## src/rtl/cfg_xlat_pkg.sv

```systemverilog
package cfg_xlat_pkg;
  localparam int DATA_W = 32;
  localparam int BUS_W  = 8;
  localparam int DEV_W  = 5;
  localparam int FUNC_W = 3;
  localparam int REG_W  = 6;

  localparam logic [DATA_W-1:0] ADDR_KEEP = 32'h80FF_FFFC;

  typedef enum logic [1:0] {
    KIND_TYPE0   = 2'd0,
    KIND_TYPE1   = 2'd1,
    KIND_SPECIAL = 2'd2
  } cfgKind_e;

  typedef enum logic [1:0] {
    RD_NONE = 2'd0,
    RD_ADDR = 2'd1,
    RD_DATA = 2'd2,
    RD_ERR  = 2'd3
  } rdSel_e;

  typedef struct packed {
    logic   addrWr;
    logic   errClr;
    logic   errSet;
    logic   reqLoad;
    logic   dataFill;
    rdSel_e rdSel;
  } ctlStrobe_t;
endpackage

```

## src/rtl/cfg_xlat_ctrl.sv

```systemverilog
module cfg_xlat_ctrl
  import cfg_xlat_pkg::*;
#(
  parameter int ADDR_W = 12,
  parameter logic [ADDR_W-1:0] ADDR_OFF = 12'hCF8,
  parameter logic [ADDR_W-1:0] DATA_OFF = 12'hCFC,
  parameter logic [ADDR_W-1:0] ERR_OFF  = 12'hD00
) (
  input  logic              clk,
  input  logic              rstN,
  input  logic              cpuSel,
  input  logic              cpuWr,
  input  logic [ADDR_W-1:0] cpuAddr,
  input  logic              cfgEn,
  input  logic              isSpecial,
  input  logic              pciAck,
  input  logic              pciAbort,
  output ctlStrobe_t        stb,
  output logic              cpuWait,
  output logic              reqActive
);
  typedef enum logic {ST_IDLE, ST_BUSY} state_e;
  state_e state, stateNext;

  logic hitAddr, hitData, hitErr, startOk;

  assign hitAddr = cpuSel && (cpuAddr == ADDR_OFF);
  assign hitData = cpuSel && (cpuAddr == DATA_OFF);
  assign hitErr  = cpuSel && (cpuAddr == ERR_OFF);
  assign startOk = hitData && cfgEn && !(isSpecial && !cpuWr);

  always_comb begin
    stb       = '0;
    stb.rdSel = RD_NONE;
    cpuWait   = 1'b0;
    stateNext = state;
    case (state)
      ST_IDLE: begin
        if (startOk) begin
          stb.reqLoad = 1'b1;
          cpuWait     = 1'b1;
          stateNext   = ST_BUSY;
        end else begin
          stb.addrWr = hitAddr && cpuWr;
          stb.errClr = hitErr && cpuWr;
          if (hitAddr)      stb.rdSel = RD_ADDR;
          else if (hitErr)  stb.rdSel = RD_ERR;
          else if (hitData) begin
            stb.rdSel    = RD_DATA;
            stb.dataFill = 1'b1;
          end
        end
      end
      ST_BUSY: begin
        stb.rdSel    = RD_DATA;
        stb.dataFill = pciAbort;
        cpuWait      = !pciAck;
        stb.errSet   = pciAck && pciAbort;
        if (pciAck) stateNext = ST_IDLE;
      end
      default: stateNext = ST_IDLE;
    endcase
  end

  always_ff @(posedge clk) begin
    if (!rstN) state <= ST_IDLE;
    else       state <= stateNext;
  end

  assign reqActive = (state == ST_BUSY);
endmodule

```

## src/rtl/cfg_xlat_dpath.sv

```systemverilog
module cfg_xlat_dpath
  import cfg_xlat_pkg::*;
(
  input  logic               clk,
  input  logic               rstN,
  input  ctlStrobe_t         stb,
  input  logic               cpuWr,
  input  logic [DATA_W-1:0]  cpuWdata,
  input  logic [DATA_W-1:0]  pciRdata,
  output logic [DATA_W-1:0]  cpuRdata,
  output logic               cfgEn,
  output logic               isSpecial,
  output logic [1:0]         pciKind,
  output logic               pciWr,
  output logic [BUS_W-1:0]   pciBus,
  output logic [DEV_W-1:0]   pciDev,
  output logic [FUNC_W-1:0]  pciFunc,
  output logic [REG_W-1:0]   pciReg,
  output logic [DATA_W-1:0]  pciWdata
);
  logic [DATA_W-1:0] addrReg;
  logic              errFlag;
  logic [BUS_W-1:0]  fBus;
  logic [DEV_W-1:0]  fDev;
  logic [FUNC_W-1:0] fFunc;
  logic [REG_W-1:0]  fReg;
  cfgKind_e          kindNow, kindReg;

  assign fReg  = addrReg[7:2];
  assign fFunc = addrReg[10:8];
  assign fDev  = addrReg[15:11];
  assign fBus  = addrReg[23:16];
  assign cfgEn = addrReg[31];

  assign isSpecial = (fBus == '0) && (fDev == '1) && (fFunc == '1) && (fReg == '0);

  always_comb begin
    if (isSpecial)        kindNow = KIND_SPECIAL;
    else if (fBus == '0)  kindNow = KIND_TYPE0;
    else                  kindNow = KIND_TYPE1;
  end

  always_ff @(posedge clk) begin
    if (!rstN) begin
      addrReg <= '0;
      errFlag <= 1'b0;
    end else begin
      if (stb.addrWr) addrReg <= cpuWdata & ADDR_KEEP;
      if (stb.errSet)                     errFlag <= 1'b1;
      else if (stb.errClr && cpuWdata[0]) errFlag <= 1'b0;
    end
  end

  always_ff @(posedge clk) begin
    if (!rstN) begin
      kindReg  <= KIND_TYPE0;
      pciWr    <= 1'b0;
      pciBus   <= '0;
      pciDev   <= '0;
      pciFunc  <= '0;
      pciReg   <= '0;
      pciWdata <= '0;
    end else if (stb.reqLoad) begin
      kindReg  <= kindNow;
      pciWr    <= cpuWr;
      pciBus   <= fBus;
      pciDev   <= fDev;
      pciFunc  <= fFunc;
      pciReg   <= fReg;
      pciWdata <= cpuWdata;
    end
  end

  assign pciKind = kindReg;

  always_comb begin
    case (stb.rdSel)
      RD_ADDR: cpuRdata = addrReg;
      RD_ERR:  cpuRdata = {{(DATA_W-1){1'b0}}, errFlag};
      RD_DATA: cpuRdata = stb.dataFill ? '1 : pciRdata;
      default: cpuRdata = '0;
    endcase
  end
endmodule

```

## src/rtl/cfg_xlat.sv

```systemverilog
module cfg_xlat
  import cfg_xlat_pkg::*;
#(
  parameter int ADDR_W = 12,
  parameter logic [ADDR_W-1:0] ADDR_OFF = 12'hCF8,
  parameter logic [ADDR_W-1:0] DATA_OFF = 12'hCFC,
  parameter logic [ADDR_W-1:0] ERR_OFF  = 12'hD00
) (
  input  logic              clk,
  input  logic              rstN,
  input  logic              cpuSel,
  input  logic              cpuWr,
  input  logic [ADDR_W-1:0] cpuAddr,
  input  logic [31:0]       cpuWdata,
  output logic [31:0]       cpuRdata,
  output logic              cpuWait,
  output logic              pciReq,
  output logic [1:0]        pciKind,
  output logic              pciWr,
  output logic [7:0]        pciBus,
  output logic [4:0]        pciDev,
  output logic [2:0]        pciFunc,
  output logic [5:0]        pciReg,
  output logic [31:0]       pciWdata,
  input  logic              pciAck,
  input  logic              pciAbort,
  input  logic [31:0]       pciRdata
);
  ctlStrobe_t stb;
  logic cfgEn, isSpecial;

  cfg_xlat_ctrl #(
    .ADDR_W(ADDR_W), .ADDR_OFF(ADDR_OFF), .DATA_OFF(DATA_OFF), .ERR_OFF(ERR_OFF)
  ) u_ctrl (
    .clk(clk), .rstN(rstN), .cpuSel(cpuSel), .cpuWr(cpuWr), .cpuAddr(cpuAddr),
    .cfgEn(cfgEn), .isSpecial(isSpecial), .pciAck(pciAck), .pciAbort(pciAbort),
    .stb(stb), .cpuWait(cpuWait), .reqActive(pciReq)
  );

  cfg_xlat_dpath u_dpath (
    .clk(clk), .rstN(rstN), .stb(stb), .cpuWr(cpuWr), .cpuWdata(cpuWdata),
    .pciRdata(pciRdata), .cpuRdata(cpuRdata), .cfgEn(cfgEn), .isSpecial(isSpecial),
    .pciKind(pciKind), .pciWr(pciWr), .pciBus(pciBus), .pciDev(pciDev),
    .pciFunc(pciFunc), .pciReg(pciReg), .pciWdata(pciWdata)
  );
endmodule

```

## config.mk

```make
export PLATFORM = sky130hd
export DESIGN_NAME = cfg_xlat
export DESIGN_NICKNAME = d
export VERILOG_FILES = /design/src/rtl/cfg_xlat_pkg.sv /design/src/rtl/cfg_xlat_ctrl.sv /design/src/rtl/cfg_xlat_dpath.sv /design/src/rtl/cfg_xlat.sv
export SDC_FILE = /design/constraint.sdc
export NUM_CORES = 1
export LEC_CHECK = 0
export ABC_AREA = 1
export BUFFER_PORTS_ARGS = -buffer_cell sky130_fd_sc_hd__buf_2
export CORE_AREA = 2 2 90 92
export DETAILED_ROUTE_END_ITERATION = 16
export DIE_AREA = 0 0 92 94
export PLACE_DENSITY = 0.86
export SLEW_MARGIN = 5
export SYNTH_ARGS = -nofsm -noshare
export SYNTH_HDL_FRONTEND = slang
export SYNTH_SLANG_ARGS = --single-unit
```

## constraint.sdc

```tcl
create_clock -name clk -period 3.7 [get_ports clk]
set_input_delay 0.185 -clock clk [delete_from_list [all_inputs] [get_ports clk]]
set_output_delay 0.185 -clock clk [all_outputs]
set_load 0.02 [all_outputs]
```

* After elaboration in Yosys (flattened, before gate mapping)
Cells that the tools add are included. W data, S select, Z words.
Storage, ports and cells: output and inout bits 91, input bits 82, bits in registers 82
Operators by class: bitwise logic cells 1, multiplexer cells 21, equal/unequal tests 8, reductions and logical operators 19
Operator list (count):
- $pmux W32 S3 | 1
- $eq A12 B12 Y1 const B | 3
- $mux W32 | 1
- $logic_and A1 B1 Y1 | 13
- $mux W2 | 5
- $mux W1 | 9
- $logic_not A8 Y1 | 1
- $logic_not A6 Y1 | 1
- $mux W3 | 2
- $pmux W3 S2 | 1
- $eq A5 B5 Y1 const B | 1
- $eq A2 B2 Y1 const B | 2
- $pmux W1 S2 | 2
- $eq A3 B3 Y1 const B | 1
- $logic_not A1 Y1 | 3
- $eq A2 B1 Y1 const B | 1
- $reduce_bool A2 Y1 | 1
- $not A1 Y1 | 1

* Logic depth before layout (Yosys ltp)
word-level depth 12, gate-level depth with buffers 12

* Modules after synthesis
A second synthesis with hierarchy kept.
Unflattened totals: cell total of the unflattened synthesis 526, area total of the unflattened synthesis 3632.2 um2
Modules (own cells, without submodules):
- cfg_xlat_dpath | cells each 472, area each 3358.2 um2, times used 1, sequential area each 1621.6 um2
- cfg_xlat_ctrl | cells each 54, area each 274.0 um2, times used 1, sequential area each 20.0 um2

* Worst setup path before layout
OpenSTA, ideal clock, no wires.
kind reg-to-output, start register u_dpath.addrReg[8], end output port cpuRdata[1], arrival time 1.539 ns, stages on the path, launching flop included 11, slack 1.976 ns, cells stage by stage dfxtp_1 -> nand2_1 -> nor2_1 -> nand2_1 -> nor2_1 -> nand3_1 -> nand3_4 -> nand2_2 -> nor2_4 -> inv_1 -> nor2_1
Between the ends: cells in the longest elaborated chain, start to end 10, elaborated cells on any way between the ends 13, those cells by class 4 x eq/ne; 4 x mux; 5 x reduce/logical
RTL lines:
- from (decl) | line cfg_xlat_dpath.sv:21 | logic [DATA_W-1:0] addrReg;
- from (signal assigned) | line cfg_xlat_dpath.sv:48 | if (stb.addrWr) addrReg <= cpuWdata & ADDR_KEEP;
- $eq A3 B3 Y1 (*) | line cfg_xlat_dpath.sv:35 | assign isSpecial = (fBus == '0) && (fDev == '1) && (fFunc == '1) && (fReg == '0);
- $logic_and A1 B1 Y1 (*) (2 in a row) | line cfg_xlat_dpath.sv:35
- $logic_and A1 B1 Y1 (*) | line cfg_xlat_ctrl.sv:30 | assign startOk = hitData && cfgEn && !(isSpecial && !cpuWr);
- $logic_not A1 Y1 (*) | line cfg_xlat_ctrl.sv:30
- $logic_and A1 B1 Y1 (*) | line cfg_xlat_ctrl.sv:30
- $mux W3 (*) | line cfg_xlat_ctrl.sv:39 | if (startOk) begin
- $pmux W3 S2 (*) | line cfg_xlat_ctrl.sv:37 | case (state)
- $eq A2 B2 Y1, or another cell as far along | line cfg_xlat_dpath.sv:77 | case (stb.rdSel)
- $pmux W32 S3 (*) | line cfg_xlat_dpath.sv:77
- to (decl) | line cfg_xlat.sv:15 | output logic [31:0] cpuRdata,
Every way passes the cells marked *; elsewhere a longest branch is shown, timed or not.

* Final worst setup path
start register u_dpath.addrReg[15], end output port cpuRdata[29]
Between the ends: cells in the longest elaborated chain, start to end 11, elaborated cells on any way between the ends 14, those cells by class 4 x eq/ne; 4 x mux; 6 x reduce/logical
RTL lines (line):
- $eq A5 B5 Y1 (*) | cfg_xlat_dpath.sv:35
- $logic_and A1 B1 Y1 (*) (3 in a row) | cfg_xlat_dpath.sv:35
- $logic_and A1 B1 Y1 (*) | cfg_xlat_ctrl.sv:30
- $logic_not A1 Y1 (*) | cfg_xlat_ctrl.sv:30
- $logic_and A1 B1 Y1 (*) | cfg_xlat_ctrl.sv:30
- $mux W3 (*) | cfg_xlat_ctrl.sv:39
- $pmux W3 S2 (*) | cfg_xlat_ctrl.sv:37
- $eq A2 B2 Y1, or another cell as far along | cfg_xlat_dpath.sv:77
- $pmux W32 S3 (*) | cfg_xlat_dpath.sv:77
Marked as above.

==> summary.txt <==
Timing
  – TNS Setup: 0 ns
  – Final setup violating endpoints: 0
  – RSZ-0062 raised after global routing: false
  – Worst-Margin Slew: 1.04 ns
  – Rel. slew slack: between 30 and 40%
  – Final-report hold violation count: 0
  – Fin crit period: between 2 and 3 ns
  – Fmax: 0.337 GHz
  – Slew Viols, Final: 0
  – Period utilization: 80.1%
  – Final setup skew: 0.00995 ns

Logic synthesis
  – Synth warnings: 0
  – Largest cells by area after synthesis: dfxtp_1, nand2_1, a21oi_1
  – Syn avg cell area: 6.56 µm²
  – Sequential area share after synthesis: 43.5%
  – Synth top area share: ~44%
  – Flip-flop and latch count after synthesis: 82
  – Net count after synthesis: ~660
  – Leading area contributor after synthesis: dfxtp_1
  – Synth Cell Area: 3770 µm²
  – Cells after Synth: 575
  – Post-synth cell types: 21

Power
  – Gate power share: 5.9%
  – Int Pwr: 1.23 mW
  – Pwr Density: around 330 nW/µm²
  – Maximum VDD drop: between 0.0003 and 0.0004 V
  – Sequential share of power: 55.3%
  – Proportion of power drawn by the clock network: around two fifths
  – Static Leak: 2.42 nW
  – Net switching power: 0.362 mW
  – Switching Fraction: 22.7%

Global routing
  – Initial antenna violation count: 0
  – Total gr overflow: 0
  – Number of global-route vias before repair: 3,693
  – Global Route Usage Sum: 24.4%
  – First-pass GRT wire length: 17,000 µm
  – Largest net degree at the start of global routing: 63

Final layout
  – Area grow syn2layout: 26.8%
  – Share of cells above drive strength 1: 27.1%
  – Final core utilization: 62.9%
  – N_diodes: 0
  – Most frequent cells in the layout: nand2_1, buf_2, dfxtp_1
  – Finished layout cell area: between 4000 and 5000 µm²
  – Most common cell after layout, fill and taps aside: nand2_1
  – Final net count: 809

Routing
  – Final ANT Viol Nets: 0
  – DR vias: 4,243
  – Drt wl/cell: 13.3 µm
  – Drt pass-1 iters: 6
  – Drt drc: 0
  – Drt first-iter violations: 232
  – Drt total wl: 11,100 µm
  – Vias/cell: between 5 and 6

Placement
  – Dpl hpwl: 8110 µm
  – DP Area: 4600 µm²
  – Gpl congestion: 0.821
  – IO buf count: 172

Critical path
  – Crit path buf inv count: 2
  – Crit Reg-Reg Startpoint: u_dpath.addrReg[15]
  – Startpoint Class: flop
  – Slowest-stage cell, CP: nor2_4
  – Most frequent CP cell: nor2_1
  – Cell Chain, Critical Path: nand2_1 > nor2_1 > nand2_1 > nor2_1 > nand3_1 > nand3_4 > nand2_2 > nor2_4 > inv_1 > nor2_1 > buf_2
  – Worst EP required: 3.51 ns
  – WS Path Type: reg -> out
  – Worst path max stage delay: 0.51 ns
  – Cell family with most CP delay: simple AND/OR/NAND/NOR gates
  – CP arrival: 2.78 ns
  – Crit. Startpoint: u_dpath.addrReg[15]
  – Element type at the critical path end: primary output
  – Max FO, Critical Path: 25

Clocking
  – # resized after CTS: 0
  – H-tree levels: 3
  – Setup Buffers After CTS: 0
  – Cts bufs inserted: 9
  – CTS Buffer Depth: 2
  – Reg clk slew, reported paths: 0.08 ns
  – Hold Buf Count CTS: 0
  – Clk Latency, worst-skew pair: 0.35 ns
  – Root buffer cell: clkbuf_8
  – CTS sink cnt: 82
  – CTS tree: built

Floorplan
  – Die Span Y: 94 µm
  – Core Footprint: 7610 µm²
  – Total die area: 8650 µm²
  – Io pins: 173
  – Initial Util: 49.6%
  – Die Width: between 90 and 100 µm
  – Std cell rows: 32

Min path
  – Worst Hold Launch: cpuWdata[25]
  – Tightest Hold Check Type: in -> reg

Run status
  – Status: finished clean

Flow run
  – Max-Cap Viols: 0
[worst paths after layout]
path	endpoint	slack [ns]	depth (start not counted)
worst max-delay path	cpuRdata[29]	0.74	11
worst min-delay path	u_dpath.pciWdata[25]	0.08	3
worst max register to register	u_dpath.pciWdata[23]	1.09	10
worst min register to register	u_dpath.pciFunc[0]	0.46	2
[registers in the layout, indices dropped and copies added (netlist names), 2 cells and up]
name and cells:
u_dpath.pciWdata 32, u_dpath.pciReg 6, u_dpath.pciBus 8, u_dpath.pciKind 2, u_dpath.addrReg 23, u_dpath.pciFunc 3
u_dpath.pciDev 5
[final cells by class]
cell class | count | area [µm²]
multi-input cells | 414 | 1780
fillers | 749 | 2820
well taps | 102 | 128
clock buffers | 10 | 128
inverters | 45 | 169
clock inverters | 5 | 56.3
flip-flops and latches | 82 | 1640
repair buffers | 175 | 883
[synth_stat cells, drive strengths merged]
cell / number
nand2: 183
dfxtp: 82
nor2: 77
a21oi: 66
nand3: 58
inv: 45
o21ai: 24
buf: 17
clkbuf: 17
nor3: 3
nand4: 2
or2: 1
[worst min-delay path, delay by kind of cell]
family | cells | cell delay (ns)
buf+inv | 1 | 0.10
simple gates | 1 | 0.05
compound gates | 1 | 0.05
[metal layers]
layer	GRT usage (%)	wire length, µm	share of wire [%]
met5	0	0	0
met4	10.7	273	2.5
met3	4.09	813	7.3
met2	42.2	5480	49
met1	30.0	4530	41
[power by group through the flow]
| stage | combinational (mW) | sequential, mW | clock (mW) |
|---|---|---|---|
| after detailed placement | 0.0936 | 0.902 | 0 |
| after floorplan | 0.0363 | 0.902 | 0 |
| after CTS | 0.0940 | 0.882 | 0.626 |
| after global routing | 0.105 | 0.882 | 0.660 |
| final | 0.0942 | 0.882 | 0.618 |
| after global placement | 0.0915 | 0.902 | 0 |
[kinds of logic after synthesis]
family | count (synthesis) | synth area share [%]
and+or+nand+nor | 324 | 35.1
AOI/OAI and AO/OA | 90 | 12.0
DFF | 82 | 43.5
buffers and inverters | 79 | 9.35
[stage by stage]
step / setup slack [ns] / hold WS, ns / instances / total power, mW
final: 0.737 / 0.0777 / 833 / 1.59
after global routing: 0.373 / 0.0877 / 833 / 1.65
after global placement: 1.14 / 0.436 / 818 / 0.994
after detailed placement: 1.08 / 0.444 / 818 / 0.996
after CTS: 0.722 / 0.0738 / 833 / 1.60
after floorplan: 1.98 / 0.323 / 575 / 0.939
(Power assumes the default switching activity.)
